===== src/rtl/fac_pkg.sv =====
package fac_pkg;

  // Registered read-mode settings
  typedef struct packed {
    logic sync_rd;    // 1: synchronous read capture
    logic fall_edge;  // 1: falling read-clock edge captures
  } fac_cfg_t;

  localparam fac_cfg_t FAC_CFG_RESET = '{sync_rd: 1'b0, fall_edge: 1'b0};

endpackage


===== src/rtl/fac_rst_sync.sv =====
module fac_rst_sync #(
  parameter int STAGES = 2
) (
  input  logic clk_i,
  input  logic rst_ni,
  output logic rst_sync_no
);

  logic [STAGES-1:0] chain_q;

  generate
    for (genvar s = 0; s < STAGES; s++) begin : g_stage
      if (s == 0) begin : g_first
        always_ff @(posedge clk_i or negedge rst_ni) begin
          if (!rst_ni) chain_q[s] <= 1'b0;
          else         chain_q[s] <= 1'b1;
        end
      end else begin : g_next
        always_ff @(posedge clk_i or negedge rst_ni) begin
          if (!rst_ni) chain_q[s] <= 1'b0;
          else         chain_q[s] <= chain_q[s-1];
        end
      end
    end
  endgenerate

  assign rst_sync_no = chain_q[STAGES-1];

endmodule


===== src/rtl/fac_edge_sampler.sv =====
module fac_edge_sampler (
  input  logic clk_i,
  input  logic rst_ni,
  input  logic level_i,
  output logic rise_o,
  output logic fall_o
);

  logic prev_q;

  always_ff @(posedge clk_i or negedge rst_ni) begin
    if (!rst_ni) prev_q <= 1'b0;
    else         prev_q <= level_i;
  end

  assign rise_o = level_i & ~prev_q;
  assign fall_o = ~level_i & prev_q;

endmodule


===== src/rtl/fac_capture_ctrl.sv =====
module fac_capture_ctrl
  import fac_pkg::*;
(
  input  logic     clk_i,
  input  logic     rst_ni,
  input  fac_cfg_t cfg_i,
  input  logic     lat_en_i,
  input  logic     wr_op_i,
  input  logic     inhibit_i,
  input  logic     sclk_rise_i,
  input  logic     sclk_fall_i,
  output logic     open_o,
  output logic     load_o,
  output logic     valid_o
);

  logic sync_eff;
  logic edge_hit;
  logic sync_cap;
  logic async_cap;
  logic open_q, open_d;
  logic valid_q, valid_d;

  always_comb begin
    sync_eff  = cfg_i.sync_rd & ~wr_op_i;
    edge_hit  = cfg_i.fall_edge ? sclk_fall_i : sclk_rise_i;
    open_d    = ~sync_eff & ~lat_en_i & ~inhibit_i;
    sync_cap  = sync_eff & edge_hit & ~lat_en_i & ~inhibit_i;
    async_cap = ~sync_eff & open_q & lat_en_i;
    valid_d   = async_cap | sync_cap;
  end

  always_ff @(posedge clk_i or negedge rst_ni) begin
    if (!rst_ni) begin
      open_q  <= 1'b0;
      valid_q <= 1'b0;
    end else begin
      open_q  <= open_d;
      valid_q <= valid_d;
    end
  end

  assign open_o  = open_d;
  assign load_o  = open_d | sync_cap;
  assign valid_o = valid_q;


  valid_single_chk: assert property (@(posedge clk_i) disable iff (!rst_ni)
    valid_q |=> !valid_q);


  inhibit_noload_chk: assert property (@(posedge clk_i) disable iff (!rst_ni)
    inhibit_i |-> !load_o);

endmodule


===== src/rtl/fac_addr_hold.sv =====
module fac_addr_hold #(
  parameter int AW = 16
) (
  input  logic          clk_i,
  input  logic          rst_ni,
  input  logic          load_i,
  input  logic          open_i,
  input  logic [AW-1:0] addr_i,
  output logic [AW-1:0] hold_o,
  output logic [AW-1:0] addr_o
);

  logic [AW-1:0] hold_q, hold_d;

  always_comb begin
    hold_d = hold_q;
    if (load_i) hold_d = addr_i;
  end

  always_ff @(posedge clk_i or negedge rst_ni) begin
    if (!rst_ni) hold_q <= '0;
    else         hold_q <= hold_d;
  end

  assign hold_o = hold_q;
  assign addr_o = open_i ? addr_i : hold_q;

endmodule


===== src/rtl/fac_addr_capture.sv =====
module fac_addr_capture
  import fac_pkg::*;
#(
  parameter int AW        = 16,
  parameter int RST_SYNCS = 2
) (
  input  logic          clk_i,
  input  logic          rst_ni,
  input  logic [AW-1:0] addr_i,
  input  logic          lat_en_i,
  input  logic          sclk_i,
  input  logic          sync_mode_i,
  input  logic          fall_edge_i,
  input  logic          wr_op_i,
  input  logic          inhibit_i,
  output logic [AW-1:0] addr_o,
  output logic          addr_valid_o
);

  logic          rst_n;
  logic          sclk_rise, sclk_fall;
  logic          open, load;
  logic [AW-1:0] hold;
  fac_cfg_t      cfg_q, cfg_d;

  fac_rst_sync #(.STAGES(RST_SYNCS)) u_rst (
    .clk_i       (clk_i),
    .rst_ni      (rst_ni),
    .rst_sync_no (rst_n)
  );

  always_comb begin
    cfg_d.sync_rd   = sync_mode_i;
    cfg_d.fall_edge = fall_edge_i;
  end

  always_ff @(posedge clk_i or negedge rst_n) begin
    if (!rst_n) cfg_q <= FAC_CFG_RESET;
    else        cfg_q <= cfg_d;
  end

  fac_edge_sampler u_sclk (
    .clk_i   (clk_i),
    .rst_ni  (rst_n),
    .level_i (sclk_i),
    .rise_o  (sclk_rise),
    .fall_o  (sclk_fall)
  );

  fac_capture_ctrl u_ctrl (
    .clk_i       (clk_i),
    .rst_ni      (rst_n),
    .cfg_i       (cfg_q),
    .lat_en_i    (lat_en_i),
    .wr_op_i     (wr_op_i),
    .inhibit_i   (inhibit_i),
    .sclk_rise_i (sclk_rise),
    .sclk_fall_i (sclk_fall),
    .open_o      (open),
    .load_o      (load),
    .valid_o     (addr_valid_o)
  );

  fac_addr_hold #(.AW(AW)) u_hold (
    .clk_i  (clk_i),
    .rst_ni (rst_n),
    .load_i (load),
    .open_i (open),
    .addr_i (addr_i),
    .hold_o (hold),
    .addr_o (addr_o)
  );


  inhibit_hold_chk: assert property (@(posedge clk_i) disable iff (!rst_n)
    inhibit_i |=> $stable(hold));


  sync_le_high_chk: assert property (@(posedge clk_i) disable iff (!rst_n)
    (cfg_q.sync_rd && !wr_op_i && lat_en_i) |=> $stable(hold));


  write_closed_chk: assert property (@(posedge clk_i) disable iff (!rst_n)
    (wr_op_i && lat_en_i) |=> $stable(hold));


  sync_no_bypass_chk: assert property (@(posedge clk_i) disable iff (!rst_n)
    (cfg_q.sync_rd && !wr_op_i) |-> (addr_o == hold));

endmodule


===== config.mk =====
export PLATFORM = sky130hd
export DESIGN_NAME = fac_addr_capture
export DESIGN_NICKNAME = d
export VERILOG_FILES = /design/src/rtl/fac_pkg.sv /design/src/rtl/fac_rst_sync.sv /design/src/rtl/fac_edge_sampler.sv /design/src/rtl/fac_capture_ctrl.sv /design/src/rtl/fac_addr_hold.sv /design/src/rtl/fac_addr_capture.sv
export SDC_FILE = /design/constraint.sdc
export NUM_CORES = 1
export LEC_CHECK = 0
export BUFFER_PORTS_ARGS = -buffer_cell sky130_fd_sc_hd__buf_4
export CAP_MARGIN = 40
export CORE_MARGIN = 2
export CORE_UTILIZATION = 30
export DETAILED_ROUTE_END_ITERATION = 8
export GPL_TIMING_DRIVEN = 0
export HOLD_SLACK_MARGIN = 0.1
export MAX_ROUTING_LAYER = met4
export PLACE_DENSITY = 0.54
export SLEW_MARGIN = 20
export SYNTH_ARGS = -nofsm -noshare
export SYNTH_HDL_FRONTEND = slang
export SYNTH_HIERARCHICAL = 1
export SYNTH_SLANG_ARGS = --single-unit

===== constraint.sdc =====
create_clock -name clk_i -period 1.5 [get_ports clk_i]
set_input_delay 0.075 -clock clk_i [delete_from_list [all_inputs] [get_ports clk_i]]
set_output_delay 0.075 -clock clk_i [all_outputs]
set_load 0.01 [all_outputs]

==> impl_metrics.ini <==
[setup_path]
reg2regPathDepth = 7
worst-path-max-fanout = 10
slowest_delay_ns = 0.39
critPathRequiredTime_ns = 1.42
cp_data_arrival_time_ns = 1.64
rr_startpoint = u_sclk/prev_q
end_kind = output port
r2r_end = u_hold/hold_o[13]
start_kind = register
rrSetupSlack_ns = -0.17
path_buf_inv = 3
startpoint = cfg_q[1]
worstPathCellList = nor2b_4 -> nor3_4 -> buf_6 -> buf_12 -> mux2_4 -> buf_6
setup.worst_path.class = reg -> out
slowest_stage = dfrtp_1
critPathTopFamily = buffers and inverters
worst_path_most_repeated_cell = buf_6

[timing]
rsz0062_at_grt = true
skew_ns = 0.00546
setup_viol = 32
worst_slack_ns = -0.211
finalMaxSlewViolations = 0
period_share = 1.14
finalHoldViolCount = 0
fin_crit_ns = 1.71
max_freq_ghz = 0.584

[power_and_ir_drop]
power_mw = 1.83
power_leakage_nw = 0.961
powerDensity_nw_per_um2 = 903
peakVddDrop_mv = 0.451

[logic_synthesis]
synth.area.top_cells = dfrtp_1, mux2_4, mux2_2
syn_inst = 69
syn_area_um2 = 1140
synth_area_leader_cell = dfrtp_1
avgSynthCellArea_um2 = 16.5
ys_seq_area_frac = 0.504
yosysWarnings = 6
ys_ff_latch = 23
synth_nets = 93
synth.distinct_cells = 14
yosysTopAreaCellShare = 0.504

[global_route]
grt_start_max_net_pins = 14
grt_pass1_vias = 920
grt_pass1_wl_um = 4000
grt.total_usage = 0.125
antenna_found_initial = 0
overflow = 0

[detailed_routing]
dr.pass1.iters = 2
viasPerCell = 4.27
drt_iter0_drc = 15
postRouteAntennaNets = 0
wl_um = 2380
wl_per_cell_um = 12.4
num_vias = 820
route.detailed.drc = 0

[clock_tree]
numCtsBuffers = 3
insertion_delay_ns = 0.26
clkSlewWorstSetupHoldPaths_ns = 0.08
cts_buffer_depth = 2
htree_levels = 1
clkSinkCount = 23
clockRootBuffer = clkbuf_8
cts_tree = done

[placed_design]
hpwl_um = 1570
gp_congestion = 0.608
io_buffer_count = 40

[worst_hold_path]
hold_path_class = in -> async

[outcome]
outcome = finished, violations left
violations = negative setup slack

[final_layout]
drive_gt1_frac = 0.646
nets = 169
utilization = 0.554
antenna_cells = 0
layout_common_cells = mux2_4, buf_4, dfrtp_1
fillers = 326
layout_commonest_cell = mux2_4
area_delta_synth_final_pct = 77.7

[floorplan]
start_util = 0.312
die_h_um = 65.7
core_area_um2 = 3660
dieWidth_um = 65.7
die_area_um2 = 4310
io_pins = 41
rows = 22

[run]
maxCapViolations = 0
[worst max path at each step]
| stage | end | slack [ns] | cells past startpoint |
|---|---|---|---|
| after floorplan | u_hold/hold_o[10] | 0.02 | 6 |
| after global placement | addr_o[11] | -0.09 | 6 |
| after detailed placement | addr_o[11] | -0.12 | 6 |
| after CTS | addr_o[11] | -0.25 | 6 |
| after global routing | addr_o[5] | -0.32 | 6 |
| final | addr_o[5] | -0.21 | 6 |
[registers in the layout (all words and copies together), names as in the netlist]
signal,flops
u_ctrl/open_q,1
u_rst/chain_q,1
u_hold/hold_o,16
u_ctrl/valid_o,1
cfg_q,2
u_rst/rst_sync_no,1
u_sclk/prev_q,1
[worst reg2reg max path, stage by stage (launching register included)]
cell      delay, ns
dfrtp_1        0.38
and2b_2        0.20
mux2i_2        0.19
a211oi_2       0.10
buf_6          0.14
buf_12         0.12
buf_12         0.13
mux2_4         0.29
[stage by stage]
step	TNS [ns]	cell area, um2	setup WS (ns)	instances	hold slack [ns]
6_report	-5.08	2030	-0.211	192	0.111
5_1_grt	-7.67	2030	-0.316	192	0.109
3_3_place_gp	-1.60	1500	-0.0918	157	-0.142
4_1_cts	-5.71	2030	-0.247	192	0.102
3_5_place_dp	-2.14	1520	-0.116	158	-0.141
2_1_floorplan	0	1140	0.0151	69	-0.221
[report_power, final]
part	internal (mW)	total (mW)	switching [mW]
logic	0.488	0.694	0.206
registers	0.706	0.754	0.0477
clock network	0.190	0.383	0.194
total	1.38	1.83	0.447
[timing repair]
action | in CTS | in global routing
pin swaps | 0 | 0
hold buffers | 22 | 0
resized for setup | 35 | 1
endpoints found under the hold margin | 23 | 0
setup buffers | 7 | 1
cloned | 1 | 0
setup endpoints to repair | 26 | 32
[layout make-up]
class | instances | area (um2) | share of cell area
Buffer | 4 | 62.6 | 0.0308
Tap cell | 48 | 60.1 | 0.0296
Timing Repair Buffer | 71 | 709 | 0.350
Sequential cell | 23 | 576 | 0.284
Multi-Input combinational cell | 42 | 576 | 0.284
Clock buffer | 4 | 45.0 | 0.0222
[synth_stat cells]
cell type   n
a211oi_1    1
and2b_2     1
buf_12      2
buf_6       2
conb_1      1
dfrtp_1    23
mux2_2     12
mux2_4     20
mux2i_1     1
nand2_1     1
nor2b_1     2
nor3_1      1
o22ai_1     1
or4b_1      1
[cells by family after synthesis]
group	after synthesis	share of synthesized area
mux	33	0.390
simple gates	6	0.0351
compound gates	2	0.0121
flops	23	0.504
buf+inv	4	0.0548
other cells	1	0.00329
[metal layers]
layer | global-route usage | wire, um | vias to the layer above
met5 | - | 0 | -
met4 | 0.0469 | 28 | 0
met3 | 0.0154 | 133 | 3
met2 | 0.218 | 1200 | 33
met1 | 0.147 | 1020 | 387
li1 | - | - | 397
Power figures use the tool's default switching activity.
